==> src/rtl/sigverify_pkg.sv <==
package sigverify_pkg;
  localparam int unsigned SIG_BYTES = 32;
  localparam int unsigned SIG_BITS  = 8 * SIG_BYTES;
  localparam int unsigned CODE_W    = 4;

  // Prime order of the base-point subgroup, little-endian value.
  localparam logic [SIG_BITS-1:0] GROUP_ORDER =
    256'h1000000000000000000000000000000014def9dea2f79cd65812631a5cf5d3ed;

  typedef enum logic [CODE_W-1:0] {
    RC_OK      = 4'd0,
    RC_FRAME   = 4'd1,
    RC_NOKEY   = 4'd2,
    RC_S_RANGE = 4'd3,
    RC_A_BAD   = 4'd4,
    RC_A_SMALL = 4'd5,
    RC_R_BAD   = 4'd6,
    RC_R_SMALL = 4'd7,
    RC_EQN     = 4'd8
  } rc_t;

  typedef enum logic [2:0] {
    ST_IDLE, ST_CHK_S, ST_DEC_A, ST_DEC_R, ST_HASH, ST_SMUL, ST_CMP, ST_DONE
  } st_t;
endpackage

==> src/rtl/sv_rst_sync.sv <==
module sv_rst_sync (
  input  logic clk,
  input  logic rst_n,
  output logic rst_n_sync
);
  logic stage_q;

  always_ff @(posedge clk or negedge rst_n) begin
    if (!rst_n) begin
      stage_q    <= 1'b0;
      rst_n_sync <= 1'b0;
    end else begin
      stage_q    <= 1'b1;
      rst_n_sync <= stage_q;
    end
  end
endmodule

==> src/rtl/sv_canon_check.sv <==
// Byte-serial magnitude compare from the top byte down, every byte evaluated.
module sv_canon_check #(
  parameter int unsigned NB = 32
) (
  input  logic [8*NB-1:0] value,
  input  logic [8*NB-1:0] bound,
  output logic            below
);
  logic [NB-1:0] byte_lt;
  logic [NB-1:0] byte_eq;

  for (genvar g = 0; g < NB; g++) begin : g_byte
    assign byte_lt[g] = value[8*g +: 8] < bound[8*g +: 8];
    assign byte_eq[g] = value[8*g +: 8] == bound[8*g +: 8];
  end

  always_comb begin
    logic lt_acc;
    logic eq_acc;
    lt_acc = 1'b0;
    eq_acc = 1'b1;
    for (int i = NB - 1; i >= 0; i--) begin
      lt_acc = lt_acc | (eq_acc & byte_lt[i]);
      eq_acc = eq_acc & byte_eq[i];
    end
    below = lt_acc;
  end
endmodule

==> src/rtl/sv_bytes_eq.sv <==
// OR of every byte-pair XOR: no early exit, fixed depth.
module sv_bytes_eq #(
  parameter int unsigned NB = 32
) (
  input  logic [8*NB-1:0] lhs,
  input  logic [8*NB-1:0] rhs,
  output logic            equal
);
  logic [NB-1:0] byte_diff;

  for (genvar g = 0; g < NB; g++) begin : g_pair
    assign byte_diff[g] = |(lhs[8*g +: 8] ^ rhs[8*g +: 8]);
  end

  assign equal = ~|byte_diff;
endmodule

==> src/rtl/sv_seq_ctrl.sv <==
module sv_seq_ctrl
  import sigverify_pkg::*;
(
  input  logic              clk,
  input  logic              rst_n,
  input  logic              cmd_start,
  input  logic              cmd_frame_err,
  input  logic              cmd_no_key,
  input  logic              s_ok,
  input  logic              dec_done,
  input  logic              dec_malformed,
  input  logic              dec_small_order,
  input  logic              hash_done,
  input  logic              hash_err,
  input  logic              smul_done,
  input  logic              smul_err,
  input  logic              enc_equal,
  output logic              cmd_ready,
  output logic              load_cmd,
  output logic              load_pt,
  output logic              dec_req,
  output logic              dec_sel,
  output logic              hash_req,
  output logic              smul_req,
  output logic              res_valid,
  output logic [CODE_W-1:0] res_code,
  output st_t               st
);
  st_t st_q, st_d;
  rc_t code_q, code_d;
  logic code_en;

  always_comb begin
    st_d    = st_q;
    code_d  = code_q;
    code_en = 1'b0;
    unique case (st_q)
      ST_IDLE: if (cmd_start) begin
        if (cmd_frame_err) begin
          code_d = RC_FRAME; code_en = 1'b1; st_d = ST_DONE;
        end else if (cmd_no_key) begin
          code_d = RC_NOKEY; code_en = 1'b1; st_d = ST_DONE;
        end else begin
          st_d = ST_CHK_S;
        end
      end
      ST_CHK_S: begin
        if (!s_ok) begin
          code_d = RC_S_RANGE; code_en = 1'b1; st_d = ST_DONE;
        end else begin
          st_d = ST_DEC_A;
        end
      end
      ST_DEC_A: if (dec_done) begin
        if (dec_malformed) begin
          code_d = RC_A_BAD; code_en = 1'b1; st_d = ST_DONE;
        end else if (dec_small_order) begin
          code_d = RC_A_SMALL; code_en = 1'b1; st_d = ST_DONE;
        end else begin
          st_d = ST_DEC_R;
        end
      end
      ST_DEC_R: if (dec_done) begin
        if (dec_malformed) begin
          code_d = RC_R_BAD; code_en = 1'b1; st_d = ST_DONE;
        end else if (dec_small_order) begin
          code_d = RC_R_SMALL; code_en = 1'b1; st_d = ST_DONE;
        end else begin
          st_d = ST_HASH;
        end
      end
      ST_HASH: if (hash_done) begin
        if (hash_err) begin
          code_d = RC_EQN; code_en = 1'b1; st_d = ST_DONE;
        end else begin
          st_d = ST_SMUL;
        end
      end
      ST_SMUL: if (smul_done) begin
        if (smul_err) begin
          code_d = RC_EQN; code_en = 1'b1; st_d = ST_DONE;
        end else begin
          st_d = ST_CMP;
        end
      end
      ST_CMP: begin
        code_d  = enc_equal ? RC_OK : RC_EQN;
        code_en = 1'b1;
        st_d    = ST_DONE;
      end
      ST_DONE: st_d = ST_IDLE;
      default: st_d = ST_IDLE;
    endcase
  end

  always_ff @(posedge clk or negedge rst_n) begin
    if (!rst_n) begin
      st_q   <= ST_IDLE;
      code_q <= RC_OK;
    end else begin
      st_q <= st_d;
      if (code_en) code_q <= code_d;
    end
  end

  assign cmd_ready = (st_q == ST_IDLE);
  assign load_cmd  = (st_q == ST_IDLE) & cmd_start & ~cmd_frame_err & ~cmd_no_key;
  assign load_pt   = (st_q == ST_SMUL) & smul_done & ~smul_err;
  assign dec_req   = (st_q == ST_DEC_A) | (st_q == ST_DEC_R);
  assign dec_sel   = (st_q == ST_DEC_R);
  assign hash_req  = (st_q == ST_HASH);
  assign smul_req  = (st_q == ST_SMUL);
  assign res_valid = (st_q == ST_DONE);
  assign res_code  = code_q;
  assign st        = st_q;
endmodule

==> src/rtl/sigverify_seq.sv <==
module sigverify_seq
  import sigverify_pkg::*;
#(
  parameter int unsigned NB = SIG_BYTES
) (
  input  logic              clk,
  input  logic              rst_n,
  input  logic              cmd_start,
  input  logic              cmd_frame_err,
  input  logic              cmd_no_key,
  input  logic [8*NB-1:0]   cmd_s,
  input  logic [8*NB-1:0]   cmd_r_enc,
  output logic              cmd_ready,
  output logic              dec_req,
  output logic              dec_sel,
  input  logic              dec_done,
  input  logic              dec_malformed,
  input  logic              dec_small_order,
  output logic              hash_req,
  input  logic              hash_done,
  input  logic              hash_err,
  output logic              smul_req,
  input  logic              smul_done,
  input  logic              smul_err,
  input  logic [8*NB-1:0]   smul_enc,
  output logic              res_valid,
  output logic [CODE_W-1:0] res_code
);
  localparam int unsigned W = 8 * NB;

  logic         rst_n_i;
  logic         load_cmd, load_pt, s_ok, enc_equal;
  logic [W-1:0] s_q, r_q, pt_q;
  st_t          ctrl_st;

  sv_rst_sync u_rst (.clk(clk), .rst_n(rst_n), .rst_n_sync(rst_n_i));

  always_ff @(posedge clk or negedge rst_n_i) begin
    if (!rst_n_i) begin
      s_q  <= '0;
      r_q  <= '0;
      pt_q <= '0;
    end else begin
      if (load_cmd) begin
        s_q <= cmd_s;
        r_q <= cmd_r_enc;
      end
      if (load_pt) pt_q <= smul_enc;
    end
  end

  sv_canon_check #(.NB(NB)) u_canon (
    .value(s_q), .bound(GROUP_ORDER[W-1:0]), .below(s_ok)
  );

  sv_bytes_eq #(.NB(NB)) u_eq (.lhs(r_q), .rhs(pt_q), .equal(enc_equal));

  sv_seq_ctrl u_ctrl (
    .clk(clk), .rst_n(rst_n_i),
    .cmd_start(cmd_start), .cmd_frame_err(cmd_frame_err), .cmd_no_key(cmd_no_key),
    .s_ok(s_ok),
    .dec_done(dec_done), .dec_malformed(dec_malformed), .dec_small_order(dec_small_order),
    .hash_done(hash_done), .hash_err(hash_err),
    .smul_done(smul_done), .smul_err(smul_err),
    .enc_equal(enc_equal),
    .cmd_ready(cmd_ready), .load_cmd(load_cmd), .load_pt(load_pt),
    .dec_req(dec_req), .dec_sel(dec_sel), .hash_req(hash_req), .smul_req(smul_req),
    .res_valid(res_valid), .res_code(res_code), .st(ctrl_st)
  );
endmodule

==> config.mk <==
export PLATFORM = sky130hd
export DESIGN_NAME = sigverify_seq
export DESIGN_NICKNAME = d
export VERILOG_FILES = /design/src/rtl/sigverify_pkg.sv /design/src/rtl/sv_rst_sync.sv /design/src/rtl/sv_canon_check.sv /design/src/rtl/sv_bytes_eq.sv /design/src/rtl/sv_seq_ctrl.sv /design/src/rtl/sigverify_seq.sv
export SDC_FILE = /design/constraint.sdc
export NUM_CORES = 1
export LEC_CHECK = 0
export ABC_AREA = 1
export CAP_MARGIN = 20
export CORE_AREA = 2 2 304 306
export CTS_BUF_LIST = sky130_fd_sc_hd__clkbuf_16
export CTS_CLUSTER_DIAMETER = 50
export DETAILED_ROUTE_END_ITERATION = 12
export DIE_AREA = 0 0 306 308
export GPL_ROUTABILITY_DRIVEN = 1
export PLACE_DENSITY = 0.74
export REMOVE_ABC_BUFFERS = 1
export SLEW_MARGIN = 0
export SYNTH_ARGS = -nofsm -noshare
export SYNTH_HDL_FRONTEND = slang
export SYNTH_SLANG_ARGS = --single-unit
==> constraint.sdc <==
create_clock -name clk -period 23.3 [get_ports clk]
set_input_delay 3.495 -clock clk [delete_from_list [all_inputs] [get_ports clk]]
set_output_delay 3.495 -clock clk [all_outputs]
set_load 0.01 [all_outputs]
# After elaboration in Yosys (flattened, before gate mapping)

Cells that the tools add are included.

Bits in registers: 777
Input bits: 780
Output and inout bits: 10

Magnitude comparators: 32
Eq/ne operators: 34
Multiplexer cells: 43
Bitwise gates (word level): 133
Reduce and logical (&&, ||, !) cells: 21

Operator list:

| kind                                                       | number |
|---|---|
| OR reduction 256 bit                                       | 1 |
| bitwise XOR 8 bit                                          | 32 |
| zero test 8 bit                                            | 15 |
| less-than comparator 8 x 1 -> 1 bit, second input constant | 15 |
| less-than comparator 8 bit, second input constant          | 10 |
| == test 8 bit, second input constant                       | 9 |
| bitwise AND 1 bit                                          | 66 |
| two-way mux 4 bit                                          | 15 |
| two-way mux 3 bit                                          | 11 |
| == test 8 x 5 -> 1 bit, second input constant              | 4 |
| less-than comparator 8 x 5 -> 1 bit, second input constant | 4 |
| bitwise OR 1 bit                                           | 32 |
| one-hot mux 4 bit (7 select lines)                         | 1 |
| == test 8 x 7 -> 1 bit, second input constant              | 3 |
| less-than comparator 8 x 7 -> 1 bit, second input constant | 3 |
| one-hot mux 3 bit (8 select lines)                         | 1 |
| AND reduction 13 bit                                       | 1 |
| == test 3 bit, second input constant                       | 4 |
| two-way mux 1 bit                                          | 12 |
| != test 2 x 1 -> 1 bit, second input constant              | 5 |
| nonzero test 7 bit                                         | 1 |
| == test 3 x 2 -> 1 bit, second input constant              | 2 |
| != test 2 bit, second input constant                       | 3 |
| != test 3 bit, second input constant                       | 2 |
| 8 further kinds                                            | 11 |

# Depth between registers and ports, before layout

Depth after elaboration: 36
Mapped depth: 19
Mapped depth without buffers: 19

# Cells and area by module

Synthesis repeated with hierarchy kept, for this count alone.

Cell total of the unflattened synthesis: 5028
Area, all modules: 40052.2 sq um

Modules (own cells, without submodules):

| module         | times used | cells an instance | area each (sq um) |
|---|---|---|---|
| sigverify_seq  | 1          | 3246              | 29122.9 |
| sv_canon_check | 1          | 1001              | 6601.3 |
| sv_bytes_eq    | 1          | 675               | 3609.7 |
| sv_seq_ctrl    | 1          | 103               | 664.4 |
| sv_rst_sync    | 1          | 3                 | 53.8 |

# Worst setup path before layout

No wires, ideal clock.

Path kind: in2reg
From: in cmd_no_key
To: reg s_q[101]
Setup time: 0.127 ns
Arrival: 4.531 ns
Setup slack: 18.641 ns
Stages on the path: 8
Cell sequence: nor2_1 nand2_1 inv_2 nand2_1 buf_2 buf_6 buf_6 mux2_1

Cells in the longest elaborated chain, start to end: 2

Ends and longest elaborated chain:

| item                 | line                | text |
|---|---|---|
| from (decl)          | sigverify_seq.sv:10 | `input logic cmd_no_key,` |
| NOT 1 bit            | sv_seq_ctrl.sv:107  | `assign load_cmd = (st_q == ST_IDLE) & cmd_start & ~cmd_frame_err & ~cmd_no_key;` |
| bitwise AND 1 bit    | sv_seq_ctrl.sv:107  |  |
| to (signal assigned) | sigverify_seq.sv:45 | `s_q <= cmd_s;` |
| to (decl)            | sigverify_seq.sv:33 | `logic [W-1:0] s_q, r_q, pt_q;` |

No other way between the ends.
A chain may end at the register's enable or synchronous reset.

# Final worst setup path

From: in cmd_frame_err
To: reg r_q[89]

Cells in the longest elaborated chain, start to end: 3

Ends and longest elaborated chain:

| item                            | line                | text |
|---|---|---|
| from (decl)                     | sigverify_seq.sv:9  | `input logic cmd_frame_err,` |
| NOT 1 bit                       | sv_seq_ctrl.sv:107  |  |
| bitwise AND 1 bit (2 in series) | sv_seq_ctrl.sv:107  |  |
| to (signal assigned)            | sigverify_seq.sv:46 | `r_q <= cmd_r_enc;` |
| to (decl)                       | sigverify_seq.sv:33 |  |

No other way between the ends.

==> summary.md <==
| Metric | Value |
|---|---|
| Sequential cell area fraction in the yosys report | `55.7%` |
| Share of cells above drive strength 1 | `17.2%` |
| Die area | `94200 sq um` |
| Largest net degree at the start of global routing | `171` |
| Xor/xnor share of the synthesized area | `under 10%` |
| Area delta synth->final | `34.1%` |
| Worst Hold Class | `flop to asynchronous set/reset pin` |
| Max-Cap Viols | `0` |
| Synth Area in Adders | `0%` |
| Top_reg_cell synth | `dfrtp_1` |
| CTS tree | `yes` |
| Number of enable flip-flop cells after synthesis | `0` |
| Maximum VDD drop | `roughly 0.063 mV` |
| Power Internal | `3.58 mW` |
| H-tree depth | `3` |
| Crit start category | `primary input` |
| Critical path's top delay family | `buffers and inverters` |
| Hold-fix buffers, CTS | `0` |
| PwrDens | `~110 nW/um^2` |
| Mean Syn Cell Area | `11.3 sq um` |
| Design Power | `roughly 5.2 mW` |
| Hold Fails Final Rpt | `0` |
| First-pass GRT wire length | `approximately 150000 microns` |
| Pleak | `21.9 nW` |
| Main combinational cell family by area after synthesis | `multiplexers` |
| WL/cell | `18.6 microns` |
| Worst-Skew Late Latency | `670 ps` |
| Combinational power share | `28.9%` |
| Synth top cells by count | `dfrtp_1 (777), nor2_1 (444), nand2_1 (303)` |
| FF+latch count, synth | `about 780` |
| Net switching power | `~1.6 mW` |
| Antenna violation net count after detailed routing | `0` |
| Fmax | `0.136 GHz` |
| Compound-cell area share of the yosys netlist | `under 10%` |
| Initial DRC Count | `1466` |
| Synthesized instance count | `approximately 3100` |
| Final Cycle Share | `about a third` |
| Root Buffer | `clkbuf_16` |
| Mapped Area | `~35000 sq um` |
| Bufs on Longest Clock Path | `3` |
| Worst rel slew slack | `31.1%` |
| Worst-margin pin slew | `a little over 1000 ps` |
| Core footprint | `91000 sq um` |
| TritonCTS Buffers | `96` |
| Die height | `~310 microns` |
| WP buf/inv | `5` |
| Row count | `111` |
| Yosys warnings | `0` |
| Gr usage total | `20.2%` |
| Drc violations | `0` |
| Simple-Gate Fraction of Synth Area | `around 12%` |
| Worst path cell trace | `clkdlybuf4s50_1 > nor2_1 > nand2_1 > inv_2 > nand2_4 > buf_4 > buf_4 > buf_4 > mux2_2` |
| Max Slew Vio Count | `0` |
| Boundary Pins | `790` |
| Cell with the most instances after synthesis | `dfrtp_1` |
| Post-cts resize count | `0` |
| CP max FO | `75` |
| WP data arrival | `between 7000 and 8000 ps` |
| Sequential cell area | `19400 sq um` |
| Status | `finished, final reports clean` |
| Crit path required time | `approximately 24000 ps` |
| Clock power frac | `a little over a quarter` |
| CP dominant cell by count | `buf_4` |
| Mux cell area share after synthesis | `between 10% and 20%` |
| Final setup vio count | `0` |
| Initial antenna violation count | `52` |
| Switching share of power | `31.2%` |
| Hold Slack | `377 ps` |
| Clock Skew | `25.8 ps` |
| DR vias/cell | `4.73` |
| Yosys top cell by area | `dfrtp_1` |
| Num Clock Sinks | `around 780` |
| Routed WL | `96700 microns` |
| TritonRoute pass-1 iters | `5` |
| Share of the synthesized area in the top cell type | `55.7%` |
| Vias in the first global route | `25795` |
| RSZ-0062 raised after global routing | `no` |
| Crit Path Class | `primary input to flop` |
| Fillcell total | `7823` |
| Slowest-stage cell, CP | `buf_4` |
| Distinct cells, synth | `41` |
| CTS clk-pin slew, worst paths | `60 ps` |
| Gpl congestion | `0.879` |
| Multi-input gate area | `13500 sq um` |
| Nets@finish | `4674` |
| Post-CTS setup buffers | `0` |
| Overflow after GRT | `0` |
| Minimum clock period | `about 7300 ps` |
| Starting Density | `38.4%` |
| Setup TNS | `0 ps` |
| Max stage delay on crit path | `between 800 and 900 ps` |
| Setup crit end kind | `flop` |
| Async SR Flop Fraction | `100%` |
| Reg power frac | `between 40% and 50%` |
| PortBufs | `789` |
| Die width | `306 microns` |
| HPWL after DPL | `between 70000 and 80000 microns` |
| Via count | `24591` |
| Synth area leaders | `dfrtp_1 (56%), mux2_1 (6.8%), mux2_2 (6.5%)` |
[routing by layer]
layer | vias to the layer above | share of wire [%] | GRT usage [%]
li1 | 11800 | - | -
met1 | 11968 | 39 | 23.3
met2 | 612 | 50 | 34.6
met3 | 187 | 6.8 | 5.94
met4 | 24 | 3.4 | 9.66
met5 | - | 0.17 | 0
[metrics by stage]
step                std cells  util (%)  instance area (sq um)  worst slack (ps)
floorplan                2985         -                  34000              38.4
global placement         4981      48.0                  43600             15350
detailed placement       4981      48.0                  43600             15290
CTS                      5156      51.3                  46700             16040
global route             5193      51.4                  46800             15700
finish                   5198      51.4                  46800             15960
[sequential cells by signal, indices dropped and copies added (netlist names)]
signal,count
u_ctrl.st,3
pt_q,256
u_rst.rst_n_sync,1
s_q,256
u_rst.stage_q,1
u_ctrl.res_code,4
r_q,256
[layout make-up]
cell class	instances	area share, %
flip-flops and latches	777	41.6
multi-input cells	1924	28.9
repair buffers	811	17.4
clock buffers	97	5.19
well taps	1186	3.17
inverters	284	2.28
clock inverters	78	1.29
diodes	41	0.219
[power by group through the flow]
stage | combinational, mW | clock [mW] | sequential, mW
3_3_place_gp | 1.46 | 0 | 2.27
3_5_place_dp | 1.51 | 0 | 2.30
2_1_floorplan | 1.22 | 0 | 2.23
6_report | 1.50 | 1.42 | 2.29
5_1_grt | 1.68 | 1.51 | 2.35
4_1_cts | 1.52 | 1.45 | 2.28
[cells by family after synthesis]
family | count (synthesis)
DFF | 777
muxes | 504
other | 1
buffers and inverters | 398
AOI/OAI and AO/OA | 299
and+or+nand+nor | 985
xor gates and xnor gates | 135
[worst register-to-register path: stages, from the launching register on]
cell	delay (ps)
dfrtp_1	450
inv_2	140
or2_1	170
nor2_4	70
inv_2	60
nor2_1	50
nand2_4	600
buf_4	750
buf_4	890
buf_4	930
mux2_4	460
[path summary, 6_finish.rpt]
path	startpoint	endpoint	slack [ps]	cells after the start
max	cmd_frame_err	r_q[89]	15960	9
min	u_rst.rst_n_sync	s_q[212]	380	0
max reg2reg	u_ctrl.st[2]	pt_q[235]	18620	10
min reg2reg	u_rst.rst_n_sync	s_q[212]	380	0
max in group asynchronous	u_rst.rst_n_sync	r_q[230]	19330	5
min in group clk	u_rst.stage_q	u_rst.rst_n_sync	380	0
[layout by cell type (no fill, tap or decap), drive strengths merged, types with 50 or more instances in the layout]
cell type	Yosys	routed
a21oi	277	277
clkbuf	17	97
clkdlybuf4s50	0	789
dfrtp	777	777
inv	283	308
mux2	504	504
nand2	303	303
nand3	50	50
nand4	68	68
nor2	447	447
or2	56	56
xnor2	104	104
No activity file was read; power rests on OpenSTA's default activity.
